$ cat config.mk
export PLATFORM = sky130hd
export DESIGN_NAME = ssync_unit
export DESIGN_NICKNAME = d
export VERILOG_FILES = /design/src/rtl/ssync_pkg.sv /design/src/rtl/ssync_msg_fifo.sv /design/src/rtl/ssync_table.sv /design/src/rtl/ssync_ring_stage.sv /design/src/rtl/ssync_unit.sv
export SDC_FILE = /design/constraint.sdc
export NUM_CORES = 1
export LEC_CHECK = 0
export BUFFER_PORTS_ARGS = -buffer_cell sky130_fd_sc_hd__buf_2
export CAP_MARGIN = 25
export CORE_UTILIZATION = 32
export DETAILED_ROUTE_END_ITERATION = 7
export MAX_ROUTING_LAYER = met4
export PLACE_DENSITY = 0.57
export SLEW_MARGIN = 10
export SYNTH_ARGS = -nofsm -noshare
export SYNTH_HDL_FRONTEND = slang
export SYNTH_SLANG_ARGS = --single-unit
$ cat constraint.sdc
create_clock -name clk_i -period 6.7 [get_ports clk_i]
set_input_delay 1.005 -clock clk_i [delete_from_list [all_inputs] [get_ports clk_i]]
set_output_delay 1.005 -clock clk_i [all_outputs]
set_load 0.05 [all_outputs]
$ cat src/rtl/ssync_pkg.sv
package ssync_pkg;
  localparam int unsigned FLD_W = 2;

  typedef enum logic [FLD_W-1:0] {
    FLD_BASE  = 2'd0,
    FLD_SIZE  = 2'd1,
    FLD_SPACE = 2'd2,
    FLD_GID   = 2'd3
  } fld_e;

  function automatic int unsigned idx_w(int unsigned n);
    return (n > 1) ? $clog2(n) : 1;
  endfunction
endpackage

$ cat src/rtl/ssync_msg_fifo.sv
module ssync_msg_fifo #(
  parameter int unsigned DEPTH = 4,
  parameter int unsigned W     = 20
) (
  input  logic         clk_i,
  input  logic         rst_ni,
  input  logic         push_i,
  input  logic [W-1:0] data_i,
  input  logic         pop_i,
  output logic [W-1:0] data_o,
  output logic         empty_o,
  output logic         full_o
);
  localparam int unsigned PW = ssync_pkg::idx_w(DEPTH);
  localparam int unsigned CW = $clog2(DEPTH + 1);

  logic [W-1:0]  mem_q [DEPTH];
  logic [PW-1:0] wr_q, rd_q;
  logic [CW-1:0] cnt_q;
  logic          do_push, do_pop;

  assign empty_o = (cnt_q == '0);
  assign full_o  = (cnt_q == CW'(DEPTH));
  assign do_push = push_i & ~full_o;
  assign do_pop  = pop_i & ~empty_o;
  assign data_o  = mem_q[rd_q];

  function automatic logic [PW-1:0] nxt(input logic [PW-1:0] p);
    return (p == PW'(DEPTH - 1)) ? '0 : p + 1'b1;
  endfunction

  always_ff @(posedge clk_i or negedge rst_ni) begin
    if (!rst_ni) begin
      wr_q  <= '0;
      rd_q  <= '0;
      cnt_q <= '0;
    end else begin
      if (do_push) wr_q <= nxt(wr_q);
      if (do_pop)  rd_q <= nxt(rd_q);
      case ({do_push, do_pop})
        2'b10:   cnt_q <= cnt_q + 1'b1;
        2'b01:   cnt_q <= cnt_q - 1'b1;
        default: cnt_q <= cnt_q;
      endcase
    end
  end

  always_ff @(posedge clk_i) begin
    if (do_push) mem_q[wr_q] <= data_i;
  end
endmodule

$ cat src/rtl/ssync_table.sv
module ssync_table
  import ssync_pkg::*;
#(
  parameter int unsigned N_STREAMS = 4,
  parameter int unsigned CNT_W     = 16,
  parameter int unsigned ADDR_W    = 16,
  parameter int unsigned GID_W     = 4,
  parameter int unsigned CFG_W     = 16,
  localparam int unsigned SW       = idx_w(N_STREAMS)
) (
  input  logic                              clk_i,
  input  logic                              rst_ni,
  input  logic                              cfg_we_i,
  input  logic [SW-1:0]                     cfg_sel_i,
  input  logic [FLD_W-1:0]                  cfg_fld_i,
  input  logic [CFG_W-1:0]                  cfg_wdata_i,
  output logic [CFG_W-1:0]                  cfg_rdata_o,
  input  logic                              inq_vld_i,
  input  logic [SW-1:0]                     inq_port_i,
  input  logic [CNT_W-1:0]                  inq_bytes_i,
  output logic                              inq_ok_o,
  input  logic                              com_take_i,
  input  logic [SW-1:0]                     com_port_i,
  input  logic [CNT_W-1:0]                  com_bytes_i,
  output logic                              com_fits_o,
  input  logic                              add_vld_i,
  input  logic [SW-1:0]                     add_sel_i,
  input  logic [CNT_W-1:0]                  add_bytes_i,
  output logic [N_STREAMS-1:0][CNT_W-1:0]   space_o,
  output logic [N_STREAMS-1:0][GID_W-1:0]   gid_o,
  output logic [N_STREAMS-1:0]              blocked_o,
  output logic                              err_o
);
  logic [N_STREAMS-1:0][ADDR_W-1:0] base_q;
  logic [N_STREAMS-1:0][CNT_W-1:0]  size_q;
  logic [N_STREAMS-1:0][CNT_W-1:0]  space_q;
  logic [N_STREAMS-1:0][GID_W-1:0]  gid_q;
  logic [N_STREAMS-1:0]             blk_q;
  logic                             err_q;
  logic                             inq_ge;
  fld_e                             fld;

  assign fld        = fld_e'(cfg_fld_i);
  assign inq_ge     = (space_q[inq_port_i] >= inq_bytes_i);
  assign inq_ok_o   = inq_vld_i & inq_ge;
  assign com_fits_o = (com_bytes_i <= space_q[com_port_i]);
  assign space_o    = space_q;
  assign gid_o      = gid_q;
  assign blocked_o  = blk_q;
  assign err_o      = err_q;

  always_comb begin
    unique case (fld)
      FLD_BASE:  cfg_rdata_o = CFG_W'(base_q[cfg_sel_i]);
      FLD_SIZE:  cfg_rdata_o = CFG_W'(size_q[cfg_sel_i]);
      FLD_SPACE: cfg_rdata_o = CFG_W'(space_q[cfg_sel_i]);
      default:   cfg_rdata_o = CFG_W'(gid_q[cfg_sel_i]);
    endcase
  end

  for (genvar i = 0; i < N_STREAMS; i++) begin : g_ent
    logic             wr_hit, sub, add;
    logic [CNT_W-1:0] sub_n, add_n;

    assign wr_hit = cfg_we_i & (cfg_sel_i == SW'(i));
    assign sub    = com_take_i & com_fits_o & (com_port_i == SW'(i));
    assign add    = add_vld_i & (add_sel_i == SW'(i));
    assign sub_n  = sub ? com_bytes_i : '0;
    assign add_n  = add ? add_bytes_i : '0;

    always_ff @(posedge clk_i or negedge rst_ni) begin
      if (!rst_ni) begin
        base_q[i]  <= '0;
        size_q[i]  <= '0;
        space_q[i] <= '0;
        gid_q[i]   <= '0;
        blk_q[i]   <= 1'b0;
      end else begin
        if (wr_hit && fld == FLD_BASE) base_q[i] <= ADDR_W'(cfg_wdata_i);
        if (wr_hit && fld == FLD_SIZE) size_q[i] <= CNT_W'(cfg_wdata_i);
        if (wr_hit && fld == FLD_GID)  gid_q[i]  <= GID_W'(cfg_wdata_i);
        // configuration wins over traffic in the same cycle
        if (wr_hit && fld == FLD_SPACE) space_q[i] <= CNT_W'(cfg_wdata_i);
        else                            space_q[i] <= space_q[i] - sub_n + add_n;
        if (inq_vld_i && inq_port_i == SW'(i)) blk_q[i] <= ~inq_ge;
      end
    end
  end

  always_ff @(posedge clk_i or negedge rst_ni) begin
    if (!rst_ni)                       err_q <= 1'b0;
    else if (com_take_i && !com_fits_o) err_q <= 1'b1;
  end
endmodule

$ cat src/rtl/ssync_ring_stage.sv
module ssync_ring_stage
  import ssync_pkg::*;
#(
  parameter int unsigned N_STREAMS = 4,
  parameter int unsigned CNT_W     = 16,
  parameter int unsigned GID_W     = 4,
  localparam int unsigned SW       = idx_w(N_STREAMS)
) (
  input  logic                            clk_i,
  input  logic                            rst_ni,
  input  logic                            in_vld_i,
  input  logic [GID_W-1:0]                in_gid_i,
  input  logic [CNT_W-1:0]                in_cnt_i,
  input  logic [N_STREAMS-1:0][GID_W-1:0] gid_tab_i,
  input  logic                            loc_vld_i,
  input  logic [GID_W-1:0]                loc_gid_i,
  input  logic [CNT_W-1:0]                loc_cnt_i,
  output logic                            loc_pop_o,
  output logic                            hit_o,
  output logic [SW-1:0]                   hit_idx_o,
  output logic                            out_vld_o,
  output logic [GID_W-1:0]                out_gid_o,
  output logic [CNT_W-1:0]                out_cnt_o
);
  logic fwd;

  always_comb begin
    hit_o     = 1'b0;
    hit_idx_o = '0;
    for (int i = N_STREAMS - 1; i >= 0; i--) begin
      if (in_vld_i && gid_tab_i[i] == in_gid_i) begin
        hit_o     = 1'b1;
        hit_idx_o = SW'(i);
      end
    end
  end

  assign fwd       = in_vld_i & ~hit_o;
  assign loc_pop_o = loc_vld_i & ~fwd;

  always_ff @(posedge clk_i or negedge rst_ni) begin
    if (!rst_ni) begin
      out_vld_o <= 1'b0;
      out_gid_o <= '0;
      out_cnt_o <= '0;
    end else if (fwd) begin
      out_vld_o <= 1'b1;
      out_gid_o <= in_gid_i;
      out_cnt_o <= in_cnt_i;
    end else if (loc_pop_o) begin
      out_vld_o <= 1'b1;
      out_gid_o <= loc_gid_i;
      out_cnt_o <= loc_cnt_i;
    end else begin
      out_vld_o <= 1'b0;
    end
  end
endmodule

$ cat src/rtl/ssync_unit.sv
module ssync_unit
  import ssync_pkg::*;
#(
  parameter int unsigned N_STREAMS  = 4,
  parameter int unsigned CNT_W      = 16,
  parameter int unsigned ADDR_W     = 16,
  parameter int unsigned GID_W      = 4,
  parameter int unsigned CFG_W      = 16,
  parameter int unsigned FIFO_DEPTH = 4,
  localparam int unsigned SW        = idx_w(N_STREAMS)
) (
  input  logic                  clk_i,
  input  logic                  rst_ni,
  input  logic                  cfg_we_i,
  input  logic [SW+FLD_W-1:0]   cfg_addr_i,
  input  logic [CFG_W-1:0]      cfg_wdata_i,
  output logic [CFG_W-1:0]      cfg_rdata_o,
  input  logic                  inq_vld_i,
  input  logic [SW-1:0]         inq_port_i,
  input  logic [CNT_W-1:0]      inq_bytes_i,
  output logic                  inq_ok_o,
  output logic [N_STREAMS-1:0]  blocked_o,
  input  logic                  com_vld_i,
  input  logic [SW-1:0]         com_port_i,
  input  logic [CNT_W-1:0]      com_bytes_i,
  output logic                  com_rdy_o,
  output logic                  err_o,
  input  logic                  ring_in_vld_i,
  input  logic [GID_W-1:0]      ring_in_gid_i,
  input  logic [CNT_W-1:0]      ring_in_cnt_i,
  output logic                  ring_out_vld_o,
  output logic [GID_W-1:0]      ring_out_gid_o,
  output logic [CNT_W-1:0]      ring_out_cnt_o
);
  localparam int unsigned MSG_W = GID_W + CNT_W;

  logic [N_STREAMS-1:0][CNT_W-1:0] space_tab;
  logic [N_STREAMS-1:0][GID_W-1:0] gid_tab;
  logic                            com_take, com_fits, push;
  logic                            q_empty, q_full, q_pop;
  logic [MSG_W-1:0]                q_wdata, q_rdata;
  logic                            hit;
  logic [SW-1:0]                   hit_idx;

  assign com_rdy_o = ~q_full;
  assign com_take  = com_vld_i & ~q_full;
  assign push      = com_take & com_fits;
  assign q_wdata   = {gid_tab[com_port_i], com_bytes_i};

  ssync_table #(
    .N_STREAMS(N_STREAMS), .CNT_W(CNT_W), .ADDR_W(ADDR_W),
    .GID_W(GID_W), .CFG_W(CFG_W)
  ) u_table (
    .clk_i       (clk_i),
    .rst_ni      (rst_ni),
    .cfg_we_i    (cfg_we_i),
    .cfg_sel_i   (cfg_addr_i[SW+FLD_W-1:FLD_W]),
    .cfg_fld_i   (cfg_addr_i[FLD_W-1:0]),
    .cfg_wdata_i (cfg_wdata_i),
    .cfg_rdata_o (cfg_rdata_o),
    .inq_vld_i   (inq_vld_i),
    .inq_port_i  (inq_port_i),
    .inq_bytes_i (inq_bytes_i),
    .inq_ok_o    (inq_ok_o),
    .com_take_i  (com_take),
    .com_port_i  (com_port_i),
    .com_bytes_i (com_bytes_i),
    .com_fits_o  (com_fits),
    .add_vld_i   (hit),
    .add_sel_i   (hit_idx),
    .add_bytes_i (ring_in_cnt_i),
    .space_o     (space_tab),
    .gid_o       (gid_tab),
    .blocked_o   (blocked_o),
    .err_o       (err_o)
  );

  ssync_msg_fifo #(.DEPTH(FIFO_DEPTH), .W(MSG_W)) u_fifo (
    .clk_i   (clk_i),
    .rst_ni  (rst_ni),
    .push_i  (push),
    .data_i  (q_wdata),
    .pop_i   (q_pop),
    .data_o  (q_rdata),
    .empty_o (q_empty),
    .full_o  (q_full)
  );

  ssync_ring_stage #(.N_STREAMS(N_STREAMS), .CNT_W(CNT_W), .GID_W(GID_W)) u_ring (
    .clk_i     (clk_i),
    .rst_ni    (rst_ni),
    .in_vld_i  (ring_in_vld_i),
    .in_gid_i  (ring_in_gid_i),
    .in_cnt_i  (ring_in_cnt_i),
    .gid_tab_i (gid_tab),
    .loc_vld_i (~q_empty),
    .loc_gid_i (q_rdata[MSG_W-1:CNT_W]),
    .loc_cnt_i (q_rdata[CNT_W-1:0]),
    .loc_pop_o (q_pop),
    .hit_o     (hit),
    .hit_idx_o (hit_idx),
    .out_vld_o (ring_out_vld_o),
    .out_gid_o (ring_out_gid_o),
    .out_cnt_o (ring_out_cnt_o)
  );
endmodule

==> run metrics, run 1 <==
CTS root buffer=clkbuf_16; Max-cap violations=0; placed instance count=2740; xor and xnor area share after synthesis=between 3 and 4%; Post-synth EDFFs=80; Mapped Area=0.0208 mm^2; Syn Area/Cell=11.4 um^2; simple-gate share of the synthesized area=under 10%; Iter 0 DRT Violations=slightly above 1000; VDD IR-drop max=0.000215 V; post-synthesis mux area share=22.0%; routed len/inst=20.5 um; Cells after Synth=~1800; initial antenna violation count=6; vias in the first global route=14987; Synth Area in Compound Gates=6.65%; Warnings, synthesis=0; dpl ws=0.125 ns; CTS sink cnt=roughly 320; Final Util=37.1%; max_slew headroom=between 30% and 40%; Post-CTS Resized=0; Top Ports=126; Fin. Hold Viols=0; pwr dens=~480 mW/mm^2; # fillers=6225; cts hold-fix bufs=0; CP Data Arrival Time=6.54 ns; Port Buffers=125; Pleak=10.5 nW; Starting Density=approximately 32%; Worst Hold Class=input port to asynchronous set/reset pin; cell row count=a little over 90; Die Height=257 um; Final Instance Count excl. Fillers=between 2000 and 3000; DRT Pass-1 Iters=7; global placement routability congestion=roughly 0.93; Tmin final=6.10 ns; Critical R2R Capture=u_table.space_o[15]; Final WS setup=0.603 ns; Layout area overhead=14.9%; Max Buffers Root-to-Sink=3; CP Capture Type=flop; Adder-Cell Fraction of Synth Area=approximately 12%; Worst-path clk slew=0.06 ns; fin nets=~2200; Seq cells post-synth=321; clk_skew=0.0276 ns; most common flop cell mapped by yosys=dfrtp_1; Worst-Margin Slew=about 1.0 ns; Post-synth ARST share=75.1%; critical path class=input port to flop; largest net degree at the start of global routing=~110; DR vias/cell=slightly above 5; Core Region=0.0643 mm^2; Detail Route Antenna Nets=0; All-Layer GR Usage=18.3%; DRC Markers=0; status=finished, final reports clean; Req. time, crit path=approximately 7.2 ns; grt ovf=0; Die ar.=0.0660 mm^2; Sum Neg Setup Slack=0 ns; synthesized net count=2062; r2r setup slk=1.04 ns; # Post-CTS Setup Buffers=0; post-synthesis sequential area ratio=40.5%; CP max FO=21; first-pass GRT wire length=about 90000 um; Max H-tree Level=2; RSZ-0062 raised after global routing=false; via count=about 14000; TritonCTS clock tree=yes; FMAX=0.164 GHz; largest family of logic cells by synthesized area=multiplexers; final wirelength=57900 um; worst r2r path cells=22; share of cells above drive strength 1=25.9%; die width=257 um; Worst-Skew Late Latency=0.56 ns; post-DP HPWL=43500 um; post-synth cell types=62; CTS buffer count=39; Final Setup Violations=0; r2r startpoint=u_table.space_o[61]; max-slew violation count=0; Startpoint Class=input port; fin crit share=around nine tenths
[per-stage QoR]
step	cell area, um^2	total power (W)	hold slack (ns)
6_report	23900	0.0115	0.360
5_1_grt	23900	0.0124	0.416
4_1_cts	23800	0.0116	0.378
3_5_place_dp	22500	0.00926	0.451
3_3_place_gp	22400	0.00906	0.450
2_1_floorplan	20800	0.00766	0.445
[Yosys cell counts, drive strengths merged (2+ instances only)]
cell type / n / area [um^2]
inv: 250 / 938
a211oi: 7 / 52.6
or2: 2 / 12.5
buf: 21 / 98.9
o21bai: 9 / 67.6
nand2b: 10 / 62.6
mux4: 112 / 2520
nand3: 14 / 75.1
xnor2: 37 / 332
edfxtp: 80 / 2400
o211ai: 11 / 82.6
nor3b: 7 / 52.6
a2111oi: 3 / 26.3
nor2: 50 / 188
o2111ai: 3 / 26.3
and2: 68 / 425
and3: 2 / 12.5
mux2i: 36 / 360
xnor3: 2 / 45.0
o21ai: 85 / 425
dfrtp: 241 / 6030
or3: 7 / 43.8
a21oi: 57 / 285
clkbuf: 71 / 268
nor4: 7 / 80.1
nand2: 167 / 629
o21a: 6 / 45.0
mux2: 150 / 1690
nor3: 20 / 105
nand3b: 5 / 37.5
fa: 61 / 1220
o22ai: 13 / 81.3
a31oi: 8 / 50.1
a21o: 21 / 158
nor2b: 6 / 37.5
xor2: 39 / 342
nand4: 9 / 56.3
o31ai: 3 / 22.5
ha: 102 / 1280
nand4b: 3 / 26.3
[layer usage]
| layer | global-route usage, % | share of wire (%) | wire length, um | vias up |
|---|---|---|---|---|
| met5 | - | 0 | 0 | - |
| met4 | 4.28 | 1.6 | 915 | 0 |
| met3 | 2.94 | 6.0 | 3490 | 66 |
| met2 | 28.5 | 46 | 26900 | 389 |
| met1 | 25.0 | 46 | 26600 | 7336 |
| li1 | - | - | - | 6546 |
[registers in the layout (all words and copies together) (netlist names)]
signal,cells
u_table.err_o,1
u_fifo.rd_q,2
u_table.gid_o,16
u_table.size_q,64
u_table.space_o,64
u_ring.out_gid_o,4
u_ring.out_cnt_o,16
u_table.base_q,64
u_fifo.wr_q,2
u_ring.out_vld_o,1
u_fifo.cnt_q,3
u_fifo.mem_q,80
u_table.blocked_o,4
[layout by cell type (no fill, tap or decap), types with 17 or more instances in the layout]
master | netlist | final
xor2_1 | 39 | 39
edfxtp_1 | 80 | 80
a21oi_1 | 57 | 57
xnor2_1 | 36 | 36
mux4_2 | 112 | 112
and2_1 | 68 | 68
mux2_2 | 150 | 150
mux2i_1 | 36 | 36
nor2_1 | 50 | 47
buf_2 | 10 | 123
o21ai_0 | 84 | 84
buf_4 | 0 | 32
a21o_1 | 21 | 21
nand2_1 | 166 | 166
clkbuf_16 | 0 | 39
nor3_1 | 19 | 17
dfrtp_1 | 241 | 241
inv_1 | 250 | 250
fa_1 | 61 | 61
ha_1 | 102 | 102
[critical path: stages]
cell and delay, ns:
buf_2 0.46, mux4_2 0.31, inv_1 0.04, ha_1 0.30, nand4_1 0.24, nor4_1 0.47
nand2_1 0.09, o21ai_1 0.11, inv_1 0.10, nor3_1 0.22, buf_4 0.23, and2_1 0.17
fa_1 0.42, inv_1 0.10, ha_1 0.23, a21oi_1 0.25, o2111ai_1 0.23, a2111oi_0 0.51
nor3_1 0.17, a211oi_1 0.40, a21oi_1 0.17, xnor2_1 0.19, o21ai_0 0.09
[worst max path at each step]
stage / start / to / slack, ns / depth (start not counted)
global route: com_port_i[0] / u_table.space_o[15] / 0.15 / 24
floorplan: com_port_i[0] / u_table.space_o[31] / 0.02 / 24
finish: com_port_i[1] / u_table.space_o[15] / 0.60 / 23
CTS: com_port_i[0] / u_table.space_o[15] / 0.69 / 24
detailed placement: com_port_i[0] / u_table.space_o[15] / 0.13 / 24
global placement: com_port_i[0] / u_table.space_o[31] / 0.31 / 24
[cell families (layout without fill, tap and decap cells)]
logic type,Yosys count,after routing
simple gates,382,382
buf+inv,342,487
flops,321,321
mux,298,298
compound gates,233,233
fa+ha+maj,163,163
xor+xnor,78,78
other cells,0,6
[where the power goes]
group	internal [W]	switching [W]	leakage [nW]
Sequential	0.00267	0.000490	3.63
Combinational	0.00271	0.00340	6.17
Clock	0.00134	0.000878	0.655
Total	0.00672	0.00476	10.5
[area by class of cell]
cell class	instances	area, um^2	area share (%)
well taps	855	1070	4.48
flip-flops and latches	321	8430	35.3
repair buffers	165	1020	4.25
clock inverters	20	255	1.07
diodes	6	15.0	0.0628
clock buffers	52	1080	4.54
inverters	250	938	3.93
multi-input cells	1154	11100	46.4
No activity file was read; power rests on OpenSTA's default activity.
==> run 2: changes to the inputs <==
- GPL_TIMING_DRIVEN: default -> 0
==> run 2 against run 1 <==
Global-route usage up 0.22 points; critical path depth grew 1; combinational power about the same; non-clock buffer count rose by 52; via count up 1.2%; power is 1.3% lower; setup slack lost 0.36 ns.
==> run metrics, run 2 (synthesis gave the netlist of run 1 again) <==
status=finished, final reports clean; Final Instance Count excl. Fillers=2872; Detail Route Antenna Nets=0; vias in the first global route=15213; Setup crit end=u_table.space_o[63]; Largest register FFs=80; first-pass GRT wire length=89800 um; Max-cap violations=0; global placement routability congestion=0.898; DRC Markers=0; CP Data Arrival Time=around 7 ns; cell row count=93; worst r2r path cells=22; Worst-Skew Late Latency=roughly 0.58 ns; Startpoint Class=input port; Critical R2R Capture=u_table.space_o[63]; Starting Density=32.3%; Layout area overhead=15.4%; DRT Pass-1 Iters=5; routed len/inst=20.4 um; CTS buffer count=40; clk_skew=0.0393 ns; fin nets=~2200; P_int=roughly 0.0066 W; Req. time, crit path=7.15 ns; post-route cell area=0.0240 mm^2; CTS root buffer=clkbuf_16; max-slew violation count=0; initial antenna violation count=3; Final Setup Violations=0; CP Launch Point=com_port_i[0]; Largest Register=u_fifo.mem_q; Tmin final=6.46 ns; Final Util=between 30% and 40%; Max Buffers Root-to-Sink=3; Port Buffers=119; r2r startpoint=u_table.space_o[39]; CP max FO=11; via count=about 15000; grt ovf=0; clock power share=18.8%; VDD IR-drop max=about 0.00019 V; Reg power frac=27.5%; Post-CTS Resized=23; FMAX=between 0.15 and 0.2 GHz; CP Capture Type=flop; CTS sink cnt=roughly 320; critical path class=input port to flop; Fin. Hold Viols=0; Worst-path clk slew=0.06 ns; largest net degree at the start of global routing=89; DR vias/cell=5.05; Post-DP Area=0.0226 mm^2; Net Sw Power=~0.0047 W; final wirelength=between 50000 and 60000 um; Die ar.=approximately 0.066 mm^2; r2r setup slk=0.78 ns; cts hold-fix bufs=0; die width=257 um; Worst Hold Class=input port to asynchronous set/reset pin; Comb power frac=about 54%; All-Layer GR Usage=between 10% and 20%; switching share of power=41.5%; pwr dens=472 mW/mm^2; share of cells above drive strength 1=about 24%; Max H-tree Level=2; Die Height=roughly 260 um; commonest non-fill, non-tap cell in the layout=inv_1; Iter 0 DRT Violations=1298; # Post-CTS Setup Buffers=0; Worst-Margin Slew=1.02 ns; commonest non-fill, non-tap cells in the layout=inv_1 (250), dfrtp_1 (241), nand2_1 (166); Core Region=between 0.06 and 0.07 mm^2; placed instance count=2799; TritonCTS clock tree=yes; post-DP HPWL=46500 um; Top Ports=126; RSZ-0062 raised after global routing=true; fin crit share=96.4%; max_slew headroom=31.5%; Pleak=10.4 nW
==> run 2: cell count changes in the layout (fill, tap and decap cells not counted), sizes merged <==
cell | before | now
inv | 256 | 252
clkinv | 7 | 6
diode | 6 | 4
buf | 165 | 147
clkbuf | 52 | 128
clkinvlp | 2 | 3
bufinv | 5 | 2
==> run 2: worst min path at each step <==
stage | startpoint | endpoint | depth (start not counted)
after floorplan | u_table.base_q[42] | u_table.base_q[42] | 2
after detailed placement | u_table.err_o | u_table.err_o | 1
after CTS | rst_ni | u_ring.out_cnt_o[12] | 1
after global placement | u_table.err_o | u_table.err_o | 1
after global routing | rst_ni | u_ring.out_gid_o[1] | 1
final | rst_ni | u_ring.out_gid_o[1] | 1
==> run 2: metrics by stage <==
stage / hold WS [ns] / setup TNS (ns) / setup WS [ns] / power [W]
final: 0.402 / 0 / 0.239 / 0.0113
after global routing: 0.427 / -0.140 / -0.133 / 0.0122
after CTS: 0.418 / 0 / 0.0286 / 0.0114
after detailed placement: 0.451 / -52.28 / -2.03 / 0.00917
after global placement: 0.447 / -46.46 / -1.93 / 0.00895
after floorplan: 0.445 / 0 / 0.0234 / 0.00766
==> run 2: worst max-delay path: stages <==
cell,delay [ns]
clkbuf_4,0.25
buf_4,0.29
mux4_2,0.53
inv_1,0.07
ha_1,0.26
nand4_1,0.19
a21oi_1,0.08
o31a_1,0.31
o21ai_2,0.28
clkbuf_4,0.29
and3_1,0.28
clkbuf_2,0.26
and2_1,0.18
fa_1,0.43
inv_1,0.07
ha_1,0.28
a21o_1,0.19
a21o_1,0.17
a21o_1,0.19
a21o_1,0.21
a2111oi_0,0.43
nor3_1,0.17
xnor3_1,0.21
mux2_2,0.26
==> run 2: layer usage <==
layer | global-route usage, % | up-vias | part of all wire [%]
met5 | - | - | 0
met4 | 5.09 | 0 | 2.3
met3 | 2.42 | 84 | 5.9
met2 | 29.7 | 394 | 48
met1 | 24.7 | 7382 | 44
li1 | - | 6643 | -
==> run 2: cell type report <==
type	count	area, um^2
clock inverters	13	155
flip-flops and latches	321	8430
plain buffers	90	384
fillers	6237	40300
clock buffers	58	1130
repair buffers	127	763
diodes	4	10.0
multi-input cells	1154	11100
well taps	855	1070
inverters	250	938
==> run 2: power groups by stage <==
stage | combinational, W | clock [W] | sequential (W)
after global routing | 0.00680 | 0.00226 | 0.00318
after global placement | 0.00586 | 0 | 0.00309
final | 0.00609 | 0.00213 | 0.00311
after CTS | 0.00609 | 0.00219 | 0.00310
after floorplan | 0.00445 | 0 | 0.00321
after detailed placement | 0.00603 | 0 | 0.00313
==> run 3: changes to the inputs <==
- PLACE_DENSITY: 0.57 -> default
- SKIP_CTS_REPAIR_TIMING: default -> 1
- clock period: 6.7 -> 7.15 ns (I/O delays scaled with it)
==> run 3 against run 2 <==
Routed wire length is essentially flat; setup slack gained 0.072 ns; combinational power shrank 6.1%; critical path depth shrank 1; clock power shrank 6%; count of clock-buffer cells in the layout shrank 5; core utilization shrank 0.089 points; non-clock buffer count is the same; sequential share of layout area grew 0.085 points; die area is the same; cell count grew 0.10%; via count grew 0.95%; critical path type unchanged; critical endpoint unchanged; largest power group unchanged.
==> run metrics, run 3 (synthesis gave the netlist of run 1 again) <==
VDD IR-drop max=0.000183 V; Worst-Margin Slew=between 1 and 1.5 ns; Sum Neg Setup Slack=0 ns; Largest register FFs=80; worst path cell trace=buf_2 -> clkbuf_4 -> mux4_2 -> inv_1 -> ha_1 -> nand4_1 -> nor4_2 -> nand2_1 -> o21ai_2 -> clkbuf_2 -> and3_1 -> clkbuf_1 -> and2_1 -> fa_1 -> inv_1 -> ha_1 -> or3_1 -> o21ai_0 -> o31ai_2 -> a2111oi_0 -> nor3_1 -> xnor3_1 -> mux2_2; die width=about 260 um; worst hold start=u_table.err_o; initial antenna violation count=7; share of cells above drive strength 1=24.2%; Worst Hold Class=flop to flop; max_slew headroom=29.9%; Fin. Hold Viols=0; Top Ports=about 130; Detail Route Antenna Nets=0; global placement routability congestion=0.930; Final Setup Violations=0; CP Launch Point=com_port_i[0]; Pleak=10.4 nW; Layout area overhead=15.1%; pwr dens=444 mW/mm^2; Tmin final=6.84 ns; status=finished, final reports clean; Req. time, crit path=7.59 ns; DR vias/cell=approximately 5.1; final wirelength=about 60000 um; CP Data Arrival Time=~7.3 ns; post-DP HPWL=46700 um; Die ar.=around 0.066 mm^2; max-slew violation count=0; Multi-input gate area=approximately 0.011 mm^2; FMAX=roughly 0.15 GHz; Startpoint Class=input port; Max-cap violations=0; Largest Register=u_fifo.mem_q; largest net degree at the start of global routing=101; Max H-tree Level=2; RSZ-0062 raised after global routing=false; # fillers=around 6300; cell row count=93; DRC Markers=0; Port Buffers=119; Iter 0 DRT Violations=1081; CP Capture Type=flop; All-Layer GR Usage=18.5%; Final WS setup=0.312 ns; Core Region=0.0643 mm^2; fin crit share=95.6%; critical path class=input port to flop; Final Total Pwr=0.0106 W; fin nets=2228; grt ovf=0; CTS sink cnt=about 320; Worst-path clk slew=0.06 ns; Starting Density=~32%; TritonCTS clock tree=yes; Worst-Skew Late Latency=0.55 ns; commonest non-fill, non-tap cells in the layout=inv_1 (250), dfrtp_1 (241), nand2_1 (166); Max Buffers Root-to-Sink=3; post-route cell area=0.0239 mm^2; CP max FO=11; CTS buffer count=39; CTS root buffer=clkbuf_16; CP bufs+invs=6; dpl ws=-1.56 ns; DRT Pass-1 Iters=7; Worst path slowest cell=mux4_2; placed instance count=2799; Final Instance Count excl. Fillers=2875; Die Height=257 um; routed len/inst=20.4 um; register area=around 0.0084 mm^2; commonest non-fill, non-tap cell in the layout=inv_1; Post-DP Area=0.0226 mm^2; vias in the first global route=15400; first-pass GRT wire length=around 91000 um; Max stage delay on crit path=0.56 ns; delay-heaviest family, CP=simple AND/OR/NAND/NOR gates; clk_skew=between 0.02 and 0.03 ns; r2r startpoint=u_table.space_o[15]; via count=~15000
-- run 3: cell type report --
type / instances / share of cell area [%]
Timing Repair Buffer: 127 / 3.07
Buffer: 90 / 1.56
Multi-Input combinational cell: 1154 / 46.3
Sequential cell: 321 / 35.2
Antenna cell: 7 / 0.0732
Clock inverter: 18 / 0.758
Inverter: 250 / 3.92
Tap cell: 855 / 4.47
Clock buffer: 53 / 4.60
-- run 3: routing by layer --
metal	part of all wire (%)	vias up	GRT usage [%]
met3	6.8	86	3.40
li1	-	6661	-
met5	0	-	-
met4	2.4	0	5.39
met2	48	450	29.8
met1	43	7444	23.7
-- run 3: final timing paths --
path	slack, ns	depth (start not counted)	to
max in group asynchronous	5.36	3	u_table.size_q[58]
worst max register to register	1.08	21	u_table.space_o[63]
worst max-delay path	0.31	23	u_table.space_o[63]
worst min register to register	0.47	1	u_table.err_o
worst min-delay path	0.47	1	u_table.err_o
min in group asynchronous	0.48	1	u_fifo.rd_q[0]
-- run 3: where the power goes --
group / total [W] / switching (W) / internal, W
Combinational: 0.00572 / 0.00320 / 0.00252
Sequential: 0.00292 / 0.000416 / 0.00250
Clock: 0.00200 / 0.000806 / 0.00119
Total: 0.0106 / 0.00442 / 0.00621
-- run 3: through the flow --
step | utilization (%) | hold WS, ns
2_1_floorplan | - | 0.445
4_1_cts | 37.1 | 0.474
3_5_place_dp | 35.1 | 0.460
3_3_place_gp | 34.9 | 0.452
5_1_grt | 37.2 | 0.495
6_report | 37.2 | 0.470
